--- config.mk ---
export PLATFORM = sky130hd
export DESIGN_NAME = flow_unit
export DESIGN_NICKNAME = d
export VERILOG_FILES = /design/src/rtl/flow_pkg.sv /design/src/rtl/flow_decode.sv /design/src/rtl/flow_target.sv /design/src/rtl/flow_link.sv /design/src/rtl/flow_unit.sv
export SDC_FILE = /design/constraint.sdc
export NUM_CORES = 1
export LEC_CHECK = 0
export BUFFER_PORTS_ARGS = -buffer_cell sky130_fd_sc_hd__buf_2
export CORE_MARGIN = 2
export CORE_UTILIZATION = 53
export DETAILED_ROUTE_END_ITERATION = 8
export HOLD_SLACK_MARGIN = 0.05
export PLACE_DENSITY = 0.91
export SYNTH_ARGS = -nofsm -noshare
export SYNTH_HDL_FRONTEND = slang
export SYNTH_SLANG_ARGS = --single-unit
--- constraint.sdc ---
create_clock -name clk -period 5.2 [get_ports clk]
set_input_delay 1.3 -clock clk [delete_from_list [all_inputs] [get_ports clk]]
set_output_delay 1.3 -clock clk [all_outputs]
set_load 0.02 [all_outputs]
--- src/rtl/flow_pkg.sv ---
package flow_pkg;

    localparam int OP_W = 4;

    typedef enum logic [OP_W-1:0] {
        OP_STEP1  = 4'd0,
        OP_STEP2  = 4'd1,
        OP_JFAR   = 4'd2,
        OP_CFAR   = 4'd3,
        OP_JNEAR  = 4'd4,
        OP_CNEAR  = 4'd5,
        OP_JIMM   = 4'd6,
        OP_CIMM   = 4'd7,
        OP_BZERO  = 4'd8,
        OP_SETSEG = 4'd9
    } flow_op_e;

    // Control flags steering the target and link datapaths
    typedef struct packed {
        logic absolute;   // target comes from the accumulator, segment swap
        logic relative;   // target is pc + offset
        logic use_imm;    // offset source is the immediate byte
        logic cond_zero;  // relative move only when accumulator is zero
        logic is_call;    // accumulator receives a return value
        logic set_seg;    // code-segment register loads accumulator
        logic two_byte;   // instruction length is 2
    } flow_dec_t;

    function automatic flow_dec_t decode_op(input logic [OP_W-1:0] code);
        flow_dec_t d;
        d = '0;
        case (code)
            OP_STEP2:  d.two_byte = 1'b1;
            OP_JFAR:   d.absolute = 1'b1;
            OP_CFAR: begin
                d.absolute = 1'b1;
                d.is_call  = 1'b1;
            end
            OP_JNEAR:  d.relative = 1'b1;
            OP_CNEAR: begin
                d.relative = 1'b1;
                d.is_call  = 1'b1;
            end
            OP_JIMM: begin
                d.relative = 1'b1;
                d.use_imm  = 1'b1;
                d.two_byte = 1'b1;
            end
            OP_CIMM: begin
                d.relative = 1'b1;
                d.use_imm  = 1'b1;
                d.two_byte = 1'b1;
                d.is_call  = 1'b1;
            end
            OP_BZERO: begin
                d.relative  = 1'b1;
                d.use_imm   = 1'b1;
                d.cond_zero = 1'b1;
                d.two_byte  = 1'b1;
            end
            OP_SETSEG: d.set_seg = 1'b1;
            default:   d = '0;
        endcase
        return d;
    endfunction

endpackage

--- src/rtl/flow_decode.sv ---
module flow_decode
    import flow_pkg::*;
(
    input  logic [OP_W-1:0] op_i,
    output flow_dec_t       dec_o
);
    always_comb begin
        dec_o = decode_op(op_i);
    end
endmodule

--- src/rtl/flow_target.sv ---
module flow_target
    import flow_pkg::*;
#(
    parameter int PC_W = 8
) (
    input  flow_dec_t         dec_i,
    input  logic [PC_W-1:0]   pc_i,
    input  logic [PC_W-1:0]   acc_i,
    input  logic [PC_W-1:0]   imm_i,
    output logic [PC_W-1:0]   next_pc_o
);
    localparam logic [PC_W-1:0] STEP_ONE = PC_W'(1);
    localparam logic [PC_W-1:0] STEP_TWO = PC_W'(2);

    logic [PC_W-1:0] offset;
    logic [PC_W-1:0] step;
    logic [PC_W-1:0] rel_target;
    logic [PC_W-1:0] seq_target;
    logic            acc_zero;
    logic            rel_take;

    always_comb begin
        offset     = dec_i.use_imm  ? imm_i    : acc_i;
        step       = dec_i.two_byte ? STEP_TWO : STEP_ONE;
        rel_target = pc_i + offset;
        seq_target = pc_i + step;
        acc_zero   = (acc_i == '0);
        rel_take   = dec_i.relative & (~dec_i.cond_zero | acc_zero);
        if (dec_i.absolute) begin
            next_pc_o = acc_i;
        end else if (rel_take) begin
            next_pc_o = rel_target;
        end else begin
            next_pc_o = seq_target;
        end
    end
endmodule

--- src/rtl/flow_link.sv ---
module flow_link
    import flow_pkg::*;
#(
    parameter int PC_W  = 8,
    parameter int SEG_W = 8
) (
    input  flow_dec_t          dec_i,
    input  logic [PC_W-1:0]    pc_i,
    input  logic [PC_W-1:0]    acc_i,
    input  logic [PC_W-1:0]    imm_i,
    input  logic [SEG_W-1:0]   fseg_i,
    input  logic [SEG_W-1:0]   cseg_i,
    output logic               acc_we_o,
    output logic [PC_W-1:0]    acc_wdata_o,
    output logic [SEG_W-1:0]   fseg_next_o,
    output logic [SEG_W-1:0]   cseg_next_o
);
    localparam logic [PC_W-1:0] LEN_ONE = PC_W'(1);
    localparam logic [PC_W-1:0] LEN_TWO = PC_W'(2);

    logic [SEG_W-1:0] seg_from_acc;
    logic [PC_W-1:0]  offset;
    logic [PC_W-1:0]  len;

    // Fit the accumulator into the segment width
    generate
        if (SEG_W == PC_W) begin : g_seg_same
            assign seg_from_acc = acc_i;
        end else if (SEG_W > PC_W) begin : g_seg_wide
            assign seg_from_acc = {{(SEG_W-PC_W){1'b0}}, acc_i};
        end else begin : g_seg_narrow
            assign seg_from_acc = acc_i[SEG_W-1:0];
        end
    endgenerate

    always_comb begin
        offset   = dec_i.use_imm  ? imm_i   : acc_i;
        len      = dec_i.two_byte ? LEN_TWO : LEN_ONE;
        acc_we_o = dec_i.is_call;
        // Far call returns by address, near call by negated offset
        if (dec_i.absolute) begin
            acc_wdata_o = pc_i + len;
        end else begin
            acc_wdata_o = len - offset;
        end

        fseg_next_o = dec_i.absolute ? cseg_i : fseg_i;

        if (dec_i.set_seg) begin
            cseg_next_o = seg_from_acc;
        end else if (dec_i.absolute && dec_i.is_call) begin
            cseg_next_o = fseg_i;
        end else begin
            cseg_next_o = cseg_i;
        end
    end
endmodule

--- src/rtl/flow_unit.sv ---
module flow_unit
    import flow_pkg::*;
#(
    parameter int PC_W  = 8,
    parameter int SEG_W = 8
) (
    input  logic               clk,
    input  logic               rst,
    input  logic [OP_W-1:0]    op_i,
    input  logic [PC_W-1:0]    acc_i,
    input  logic [PC_W-1:0]    imm_i,
    output logic [PC_W-1:0]    pc_o,
    output logic [SEG_W-1:0]   fseg_o,
    output logic [SEG_W-1:0]   cseg_o,
    output logic               acc_we_o,
    output logic [PC_W-1:0]    acc_wdata_o
);
    flow_dec_t        dec;
    logic [PC_W-1:0]  pc_q, pc_d;
    logic [SEG_W-1:0] fseg_q, fseg_d;
    logic [SEG_W-1:0] cseg_q, cseg_d;

    flow_decode u_decode (
        .op_i  (op_i),
        .dec_o (dec)
    );

    flow_target #(.PC_W(PC_W)) u_target (
        .dec_i     (dec),
        .pc_i      (pc_q),
        .acc_i     (acc_i),
        .imm_i     (imm_i),
        .next_pc_o (pc_d)
    );

    flow_link #(.PC_W(PC_W), .SEG_W(SEG_W)) u_link (
        .dec_i       (dec),
        .pc_i        (pc_q),
        .acc_i       (acc_i),
        .imm_i       (imm_i),
        .fseg_i      (fseg_q),
        .cseg_i      (cseg_q),
        .acc_we_o    (acc_we_o),
        .acc_wdata_o (acc_wdata_o),
        .fseg_next_o (fseg_d),
        .cseg_next_o (cseg_d)
    );

    always_ff @(posedge clk) begin
        if (rst) begin
            pc_q   <= '0;
            fseg_q <= '0;
            cseg_q <= '0;
        end else begin
            pc_q   <= pc_d;
            fseg_q <= fseg_d;
            cseg_q <= cseg_d;
        end
    end

    assign pc_o   = pc_q;
    assign fseg_o = fseg_q;
    assign cseg_o = cseg_q;
endmodule

Yosys cells after proc, flatten, opt, wreduce, memory -nomap -nowiden --
Index checks and enable logic that the tools add are counted.
Operators by class: multiplexer cells 14, eq/ne operators 9, reduce and logical (&&, ||, !) cells 8, bitwise operators 3, add/subtract/negate cells 3
Operator list (count):
- 8-bit 2-to-1 mux | 6
- 8-bit adder | 2
- 4-bit by 3-bit equality test with 1-bit output, second input constant | 4
- 4-bit by 2-bit equality test with 1-bit output, second input constant | 2
- 4-bit equality test, second input constant | 2
- 8-bit zero test | 1
- 8-bit subtractor | 1
- 1-bit 2-to-1 mux | 7
- 3-bit OR reduction | 2
- 5-bit OR reduction | 1
- 4-bit by 1-bit equality test with 1-bit output, second input constant | 1
- 4-bit OR reduction | 1
- 2-bit 2-to-1 mux | 1
- 2-bit nonzero test | 1
- 2-bit OR reduction | 1
- 1-bit bitwise AND | 1
- 1-bit logical AND | 1
- 1-bit NOT | 1
- 1-bit OR | 1
Storage, ports and cells: word-level logic and storage cells 40, output and inout bits 33, register bits 24, input bits 22

Depth between registers and ports, before layout --
Gate-level depths: netlist of run 1.
depth after elaboration 7, mapped depth 13, mapped depth without buffers 12

Hierarchy --
From an unflattened synthesis of run 1, not the netlist that was laid out.
Unflattened totals: cell total of the unflattened synthesis 232, area total of the unflattened synthesis 2137.0 um2
By module, submodules not included:
- flow_link | cells each 96, area each 807.0 um2, sequential area each 0.0 um2, instances 1
- flow_unit | cells each 50, area each 693.2 um2, sequential area each 480.5 um2, instances 1
- flow_target | cells each 74, area each 556.8 um2, sequential area each 0.0 um2, instances 1
- flow_decode | cells each 12, area each 80.1 um2, sequential area each 0.0 um2, instances 1

Worst setup path after synthesis of run 1 --
OpenSTA, ideal clock, no wires.
kind input to output, start in op_i[0], end out acc_wdata_o[7], stages on the path 11, setup slack 44 ps, data required time 3900 ps, path buffers 1, arrival time 3856 ps, path through buf_6 -> or4b_4 -> nand2_2 -> mux2_2 -> ha_1 -> inv_1 -> a21oi_1 -> a31oi_1 -> nand4_1 -> xor2_1 -> o21ai_0
On the way: cells in the longest elaborated chain, start to end 6, elaborated cells on any way between the ends 17, those cells by class add/sub: 2; eq/ne: 6; mux: 6; reduce/logical: 3
RTL lines:
- start, declared | RTL line flow_unit.sv:9 | input logic [OP_W-1:0] op_i,
- 4-bit by 1-bit equality test with 1-bit output, or another cell as far along | RTL line flow_pkg.sv:32 | case (code)
- 4-bit OR reduction (no line) / 3-bit OR reduction (equally long branches)
- 1-bit 2-to-1 mux | RTL line flow_pkg.sv:32
- 2-bit 2-to-1 mux / 8-bit 2-to-1 mux (equally long branches) | RTL line flow_link.sv:38, flow_link.sv:37
- 8-bit subtractor / 8-bit adder (equally long branches) | RTL line flow_link.sv:44, flow_link.sv:42
- 8-bit 2-to-1 mux (*) | RTL line flow_link.sv:41 | if (dec_i.absolute) begin
- end, declared | RTL line flow_unit.sv:16 | output logic [PC_W-1:0] acc_wdata_o
Every way passes the cells marked *; elsewhere a longest branch is shown, timed or not.

Worst setup path after layout of run 1 --
start in op_i[0], end out acc_wdata_o[5]
Same word-level chain as after synthesis.

==> reports/results.ini, run 1 <==
[run_status]
status=complete, no violations

[routing]
wirelength_um=5470
routedWlPerCell_um=15.3
route.detailed.drc=0
ant_nets=0
drt_pass1_iterations=4
drtIter0Drc=105
avgViaCountPerCell=5.82
vias=2079

[global_route]
grt_overflow=0
grt_pass1_wl_um=8650
track_usage=0.261
antenna_found_initial=0
grt_max_degree=28
first_global_vias=1920

[clock_tree]
clock_latency_ns=0.27
cts_resized=0
postCtsSetupBuffers=0
cts_tree=done
cts_hold_buf=0
ctsLongestPathBuffers=2
clock_sinks=24
htree_levels=1
numCtsBuffers=3
cts.clk_slew.worst_paths_ns=0.09
cts-root-buf=clkbuf_8

[worst_setup_path]
arrival_ns=3.76
cp-end-kind=output port
path_class=primary input to output port
cp_max_fo=5
crit_path_start_kind=primary input
crit_required_ns=3.90
rrSetupSlack_ns=3.06

[floorplan]
die_area_mm2=0.00424
fp.dieH_um=65.1
die_x_um=65.1
core_area_mm2=0.00363
rows=22
pin_count=55
initial_core_util=0.545

[timing]
setup_viol=0
tightest_slew_ns=0.933
fin_crit_ns=5.06
finalSetupTns_ns=0
fmax_mhz=198
finClkSkew_ns=0.00637
slew_viol_final=0
rsz0062_at_grt=no
slew_headroom=0.376
hold_violations=0
finalCritPeriodShare=0.972
whs_ns=0.469

[power]
power_density_mw_per_mm2=263
vdd_drop_max_uv=175
leakagePower_uw=0.00105

[cells_and_area]
fin_util=0.654
design_area_mm2=0.00237
n_antenna_cell=0
nets=347
drive_gt1_frac=0.246
nFillCells=309
fin_cells=357
layout-area-overhead-vs-synth_pct=19.9

[yosys]
syn_nets=295
synth_cells=258
syn_area_mm2=0.00198
synth_flop_cell=dfxtp_1
synth_top_cell_by_area=dfxtp_1
synth-async-reset-ratio=0
yosys_warnings=0
synth.avg_cell_area_um2=7.68
yosys.cell_types.count=41
synth_edf_count=0
synthTopCellsByArea=dfxtp_1 24%, a21oi_1 7.6%, ha_1 7.6%
yosysSeqAreaShare=0.243
synth.top_cell.area_share=0.243
ys_seq_elements=24

[flow_run]
drv_cap=0

[place]
numPortBuffers=54
place_area_mm2=0.00228
dp.cells=353
dp_hpwl_um=3840
globalplace.congestion=0.866

[hold_path]
hold_class=register to register

-- cell usage after synthesis (4+ instances only) --
cell type,number
a21oi_1,30
a211oi_1,6
o21ai_0,11
nor2b_1,6
ha_1,12
nand2_1,32
xor2_1,7
xnor2_1,11
nor3b_1,4
mux2_2,4
clkbuf_1,7
mux2i_1,14
dfxtp_1,24
nand3_1,7
nand4_1,4
inv_1,8
nor2_1,33
-- logic make-up after synthesis --
group | Yosys count | share of synthesized area
compound gates | 61 | 0.181
xor+xnor | 18 | 0.0796
fa+ha+maj | 15 | 0.106
buf+inv | 21 | 0.0512
flops | 24 | 0.243
mux | 18 | 0.0935
simple gates | 101 | 0.246
-- critical path, cell delays in order --
cell     delay [ns]
buf_2          0.11
or4b_4         0.57
nand2_4        0.12
mux2_2         0.37
inv_1          0.11
ha_1           0.24
a21oi_1        0.17
a31oi_2        0.09
and4_1         0.26
nor3_2         0.15
a21oi_1        0.06
buf_4          0.20
-- where the power goes --
group | internal [µW] | leakage [µW] | switching (µW)
Sequential | 193 | 0.000195 | 15.2
Clock | 103 | 0.0000357 | 64.6
Combinational | 101 | 0.000821 | 148
Total | 397 | 0.00105 | 228
-- flip-flops by register name, indices dropped and copies added (netlist names) --
name	count
fseg_o	8
pc_o	8
cseg_o	8
-- through the flow --
step	setup slack [ns]	total power [µW]
2_1_floorplan	0.0441	381
3_3_place_gp	0.153	441
3_5_place_dp	0.114	446
4_1_cts	0.0915	621
5_1_grt	0.0159	659
6_report	0.144	625
-- per-layer routing --
metal / up-vias / track usage / share of wire
met5: - / 0 / 0
met4: 0 / 0.0885 / 0.027
met3: 16 / 0.0531 / 0.072
met2: 73 / 0.466 / 0.49
met1: 982 / 0.311 / 0.41
li1: 1008 / - / -
-- final timing paths --
path                             to  depth (start not counted)              startpoint
max                  acc_wdata_o[5]                         12                 op_i[0]
min          fseg_o[7]$_SDFFE_PP0N_                          2  cseg_o[7]$_SDFFE_PP0P_
max reg2reg      pc_o[6]$_SDFF_PP0_                          8      pc_o[0]$_SDFF_PP0_
min reg2reg  fseg_o[7]$_SDFFE_PP0N_                          2  cseg_o[7]$_SDFFE_PP0P_
-- area by class of cell --
cell class | instances | area, µm² | area share
Inverter | 8 | 30.0 | 0.0126
Multi-Input combinational cell | 213 | 1420 | 0.596
Timing Repair Buffer | 60 | 318 | 0.134
Tap cell | 48 | 60.1 | 0.0253
Clock buffer | 3 | 41.3 | 0.0174
Clock inverter | 1 | 30.0 | 0.0126
Sequential cell | 24 | 480 | 0.202
-- layout by cell type (no fill, tap or decap), types with 3 or more instances in the layout --
master and count:
clkbuf_8 3, dfxtp_1 24, nand3_1 7, fa_1 3, a21oi_1 30, buf_2 53, nor2b_1 6, nand4_1 4
xnor2_1 11, a211oi_1 6, nand2_1 32, nor2_1 33, inv_1 8, a21o_1 3, mux2_2 4, o21ai_0 11
nor3b_1 4, buf_4 7, ha_1 12, mux2i_1 14, xor2_1 7
Power figures use the tool's default switching activity.
==> run 2, diff against run 1 <==
--- a/config.mk
+++ b/config.mk
@@ -5,12 +5,14 @@
 export SDC_FILE = /design/constraint.sdc
 export NUM_CORES = 1
 export LEC_CHECK = 0
+export ABC_AREA = 1
 export BUFFER_PORTS_ARGS = -buffer_cell sky130_fd_sc_hd__buf_2
 export CORE_MARGIN = 2
 export CORE_UTILIZATION = 53
 export DETAILED_ROUTE_END_ITERATION = 8
+export GPL_TIMING_DRIVEN = 0
 export HOLD_SLACK_MARGIN = 0.05
-export PLACE_DENSITY = 0.91
+export PLACE_DENSITY = 0.9
 export SYNTH_ARGS = -nofsm -noshare
 export SYNTH_HDL_FRONTEND = slang
 export SYNTH_SLANG_ARGS = --single-unit
==> run 2 against run 1 <==
Compared with the run above:
- sequential cell count is the same
- clock power grew 4%
- sequential share of layout area shrank 0.93 points
- combinational power is essentially flat
- die area grew 5.0%
- final area grew 4.8%
- hold slack gained 0.026 ns
- critical path depth grew 4
- non-clock buffer count grew 4
- area after synthesis grew 5.4%
- clock-buffer cell count is the same
- critical path type unchanged
==> reports/results.ini, run 2 <==
[clock_tree]
cts.clk_slew.worst_paths_ns=0.10  ; was 0.09 ns
htree_levels=1  ; unchanged
cts_tree=done  ; unchanged
numCtsBuffers=3  ; unchanged
cts-root-buf=clkbuf_8  ; unchanged
clock_sinks=24  ; unchanged
clock_latency_ns=0.28  ; was 0.27 ns
ctsLongestPathBuffers=2  ; unchanged

[worst_setup_path]
crit_path_start_kind=primary input  ; unchanged
crit_chain=buf_2, inv_2, nor2_4, nand2_4, nand2_4, buf_8, a21oi_1, inv_1, ha_1, inv_1, fa_1, inv_1, nor2_2, a21oi_1, o21ai_0, buf_2  ; was buf_2, or4b_4, nand2_4, mux2_2, inv_1, ha_1, a21oi_1, a31oi_2, and4_1, nor3_2, a21oi_1, buf_4
critical_path_buf_inv_count=7  ; was 3
max_stage_delay_ns=0.23  ; was 0.57 ns
cp_slowest_cell=ha_1  ; was or4b_4
crit_top_cell=inv_1  ; was a21oi_1
cp_max_fo=10  ; was 5
crit_required_ns=3.90  ; about the same
reg2regPathDepth=10  ; was 8
reg2reg_from=pc_o[0]$_SDFF_PP0_  ; unchanged
r2r_end=pc_o[6]$_SDFF_PP0_  ; unchanged
crit_family=buffers and inverters  ; was simple AND/OR/NAND/NOR gates
path_class=primary input to output port  ; unchanged
cp-end-kind=output port  ; unchanged
arrival_ns=3.58  ; was 3.76 ns
rrSetupSlack_ns=3.38  ; was 3.06 ns

[cells_and_area]
nFillCells=352  ; was 309
layout-area-overhead-vs-synth_pct=19.2  ; was 19.9%
design_area_mm2=0.00249  ; was 0.00237 mm²
layout_commonest_cell=nand2_1  ; was buf_2
n_antenna_cell=0  ; unchanged
drive_gt1_frac=0.229  ; was 0.246
nets=423  ; was 347
final_cell_mix=89 x nand2_1, 56 x buf_2, 35 x inv_1  ; was 53 x buf_2, 33 x nor2_1, 32 x nand2_1

[yosys]
yosys.cell_types.count=29  ; was 41
ys_seq_elements=24  ; unchanged
synth-async-reset-ratio=0  ; unchanged
syn_nets=364  ; was 295
yosys_warnings=0  ; unchanged
syn_area_mm2=0.00209  ; was 0.00198 mm²
synth.avg_cell_area_um2=6.38  ; was 7.68 µm²
yosysSeqAreaShare=0.230  ; was 0.243
synth_flop_cell=dfxtp_1  ; unchanged
synth.most_common_cell=nand2_1  ; was nor2_1
synth.top_cell.area_share=0.230  ; was 0.243
synthTopCellsByArea=dfxtp_1 23%, nand2_1 16%, ha_1 7.2%  ; was dfxtp_1 24%, a21oi_1 7.6%, ha_1 7.6%
synth_cells=327  ; was 258
synth_top_cell_by_area=dfxtp_1  ; unchanged
synth_edf_count=0  ; unchanged
synth_common_cells=89 x nand2_1, 35 x inv_1, 30 x nand3_1  ; was 33 x nor2_1, 32 x nand2_1, 30 x a21oi_1

[global_route]
antenna_found_initial=0  ; unchanged
first_global_vias=2253  ; was 1,920
grt_overflow=0  ; unchanged
grt_max_degree=15  ; was 28
grt_pass1_wl_um=10000  ; was 8650 µm
track_usage=0.290  ; was 0.261

[place]
place_area_mm2=0.00242  ; was 0.00228 mm²
dp_hpwl_um=4420  ; was 3840 µm
globalplace.congestion=0.875  ; was 0.866
numPortBuffers=54  ; unchanged

[power]
swShare=0.386  ; was 0.365
power_density_mw_per_mm2=256  ; was 263 mW/mm²
clkPwrFrac=0.274  ; was 0.268
intPower_uw=391  ; was 397 µW
switching_power_uw=246  ; was 228 µW
vdd_drop_max_uv=153  ; was 175 µV
leakagePower_uw=0.00139  ; was 0.00105 µW
p_comb_frac=0.388  ; was 0.398
pwr-share-seq=0.337  ; was 0.334

[routing]
route.detailed.drc=0  ; unchanged
avgViaCountPerCell=5.39  ; was 5.82
ant_nets=0  ; unchanged
vias=2336  ; was 2,079
drt_pass1_iterations=5  ; was 4
wirelength_um=5830  ; was 5470 µm
drtIter0Drc=183  ; was 105
routedWlPerCell_um=13.5  ; was 15.3 µm

[run_status]
status=complete, no violations  ; unchanged

[floorplan]
die_area_mm2=0.00446  ; was 0.00424 mm²
core_area_mm2=0.00372  ; was 0.00363 mm²
die_x_um=66.8  ; was 65.1 µm
fp.dieH_um=66.8  ; was 65.1 µm
initial_core_util=0.562  ; was 0.545
rows=22  ; unchanged
pin_count=55  ; unchanged

[timing]
whs_ns=0.495  ; was 0.469 ns
setup_viol=0  ; unchanged
finClkSkew_ns=0.00493  ; was 0.00637 ns
fmax_mhz=205  ; was 198 MHz
finalSetupTns_ns=0  ; unchanged
hold_violations=0  ; unchanged
fin_crit_ns=4.88  ; was 5.06 ns
rsz0062_at_grt=no  ; unchanged
slew_viol_final=0  ; unchanged
finalCritPeriodShare=0.938  ; was 0.972
tightest_slew_ns=0.450  ; was 0.933 ns
slew_headroom=0.700  ; was 0.376

[hold_path]
hold_class=register to register  ; unchanged
hold_path_startpoint=fseg_o[4]$_SDFFE_PP0N_  ; was cseg_o[7]$_SDFFE_PP0P_
min_delay_path_depth=2  ; unchanged
worstHoldEndpoint=cseg_o[4]$_SDFFE_PP0P_  ; was fseg_o[7]$_SDFFE_PP0N_

[flow_run]
drv_cap=0  ; unchanged

-- run 2: worst max path at each step --
stage                       start        endpoint  slack, ns  cells past startpoint
after CTS                 op_i[3]  acc_wdata_o[4]       0.27                     15
final                     op_i[3]  acc_wdata_o[4]       0.32                     16
after floorplan           op_i[3]  acc_wdata_o[3]       0.60                     12
after global placement    op_i[3]  acc_wdata_o[4]       0.38                     15
after global routing      op_i[1]  acc_wdata_o[7]       0.16                     17
after detailed placement  op_i[3]  acc_wdata_o[4]       0.28                     15
-- run 2: cell type report --
type,count,area (µm²),share of cell area
Multi-Input combinational cell,253,1380,0.555
Sequential cell,24,480,0.193
Timing Repair Buffer,54,270,0.109
Inverter,40,153,0.0613
Buffer,10,73.8,0.0297
Tap cell,48,60.1,0.0241
Clock buffer,3,41.3,0.0166
Clock inverter,1,30.0,0.0121
-- run 2: stage by stage --
stage / setup WS (ns) / power, µW / util / std cells
2_1_floorplan: 0.604 / 393 / - / 327
3_3_place_gp: 0.382 / 456 / 0.651 / 429
3_5_place_dp: 0.278 / 462 / 0.651 / 429
4_1_cts: 0.274 / 633 / 0.670 / 433
5_1_grt: 0.155 / 678 / 0.670 / 433
6_report: 0.325 / 637 / 0.670 / 433
-- run 2: power by group through the flow --
| stage | combinational, µW | clock, µW | sequential, µW |
|---|---|---|---|
| finish | 247 | 175 | 215 |
| global route | 279 | 181 | 218 |
| CTS | 246 | 172 | 215 |
| detailed placement | 244 | 0 | 219 |
| global placement | 237 | 0 | 218 |
| floorplan | 158 | 0 | 235 |
-- run 2: cells by family (layout without fill, tap and decap cells) --
group           Yosys count  after routing  share of synthesized area
compound gates           56             56                      0.144
xor+xnor                 11             11                     0.0462
fa+ha+maj                15             15                      0.101
buf+inv                  50            108                      0.109
flops                    24             24                      0.230
simple gates            171            171                      0.370
-- run 2: metal layers --
metal / routed length (µm) / vias to the layer above / GRT usage
met5: 0 / - / 0
met4: 91 / 0 / 0.0944
met3: 402 / 9 / 0.0304
met2: 2810 / 106 / 0.501
met1: 2520 / 1050 / 0.374
li1: - / 1171 / -
-- run 2: worst min-delay path, delay by kind of cell, from the launching register on --
kind,cells,cell delay (ns)
flops,1,0.33
compound gates,1,0.07
simple gates,1,0.06
-- run 2: timing repair --
action | 4_1_cts | 5_1_grt
hold buffers | 0 | 0
gates resized for setup | 0 | 1
buffers inserted | 0 | 0
endpoints found under the setup margin | 0 | 2
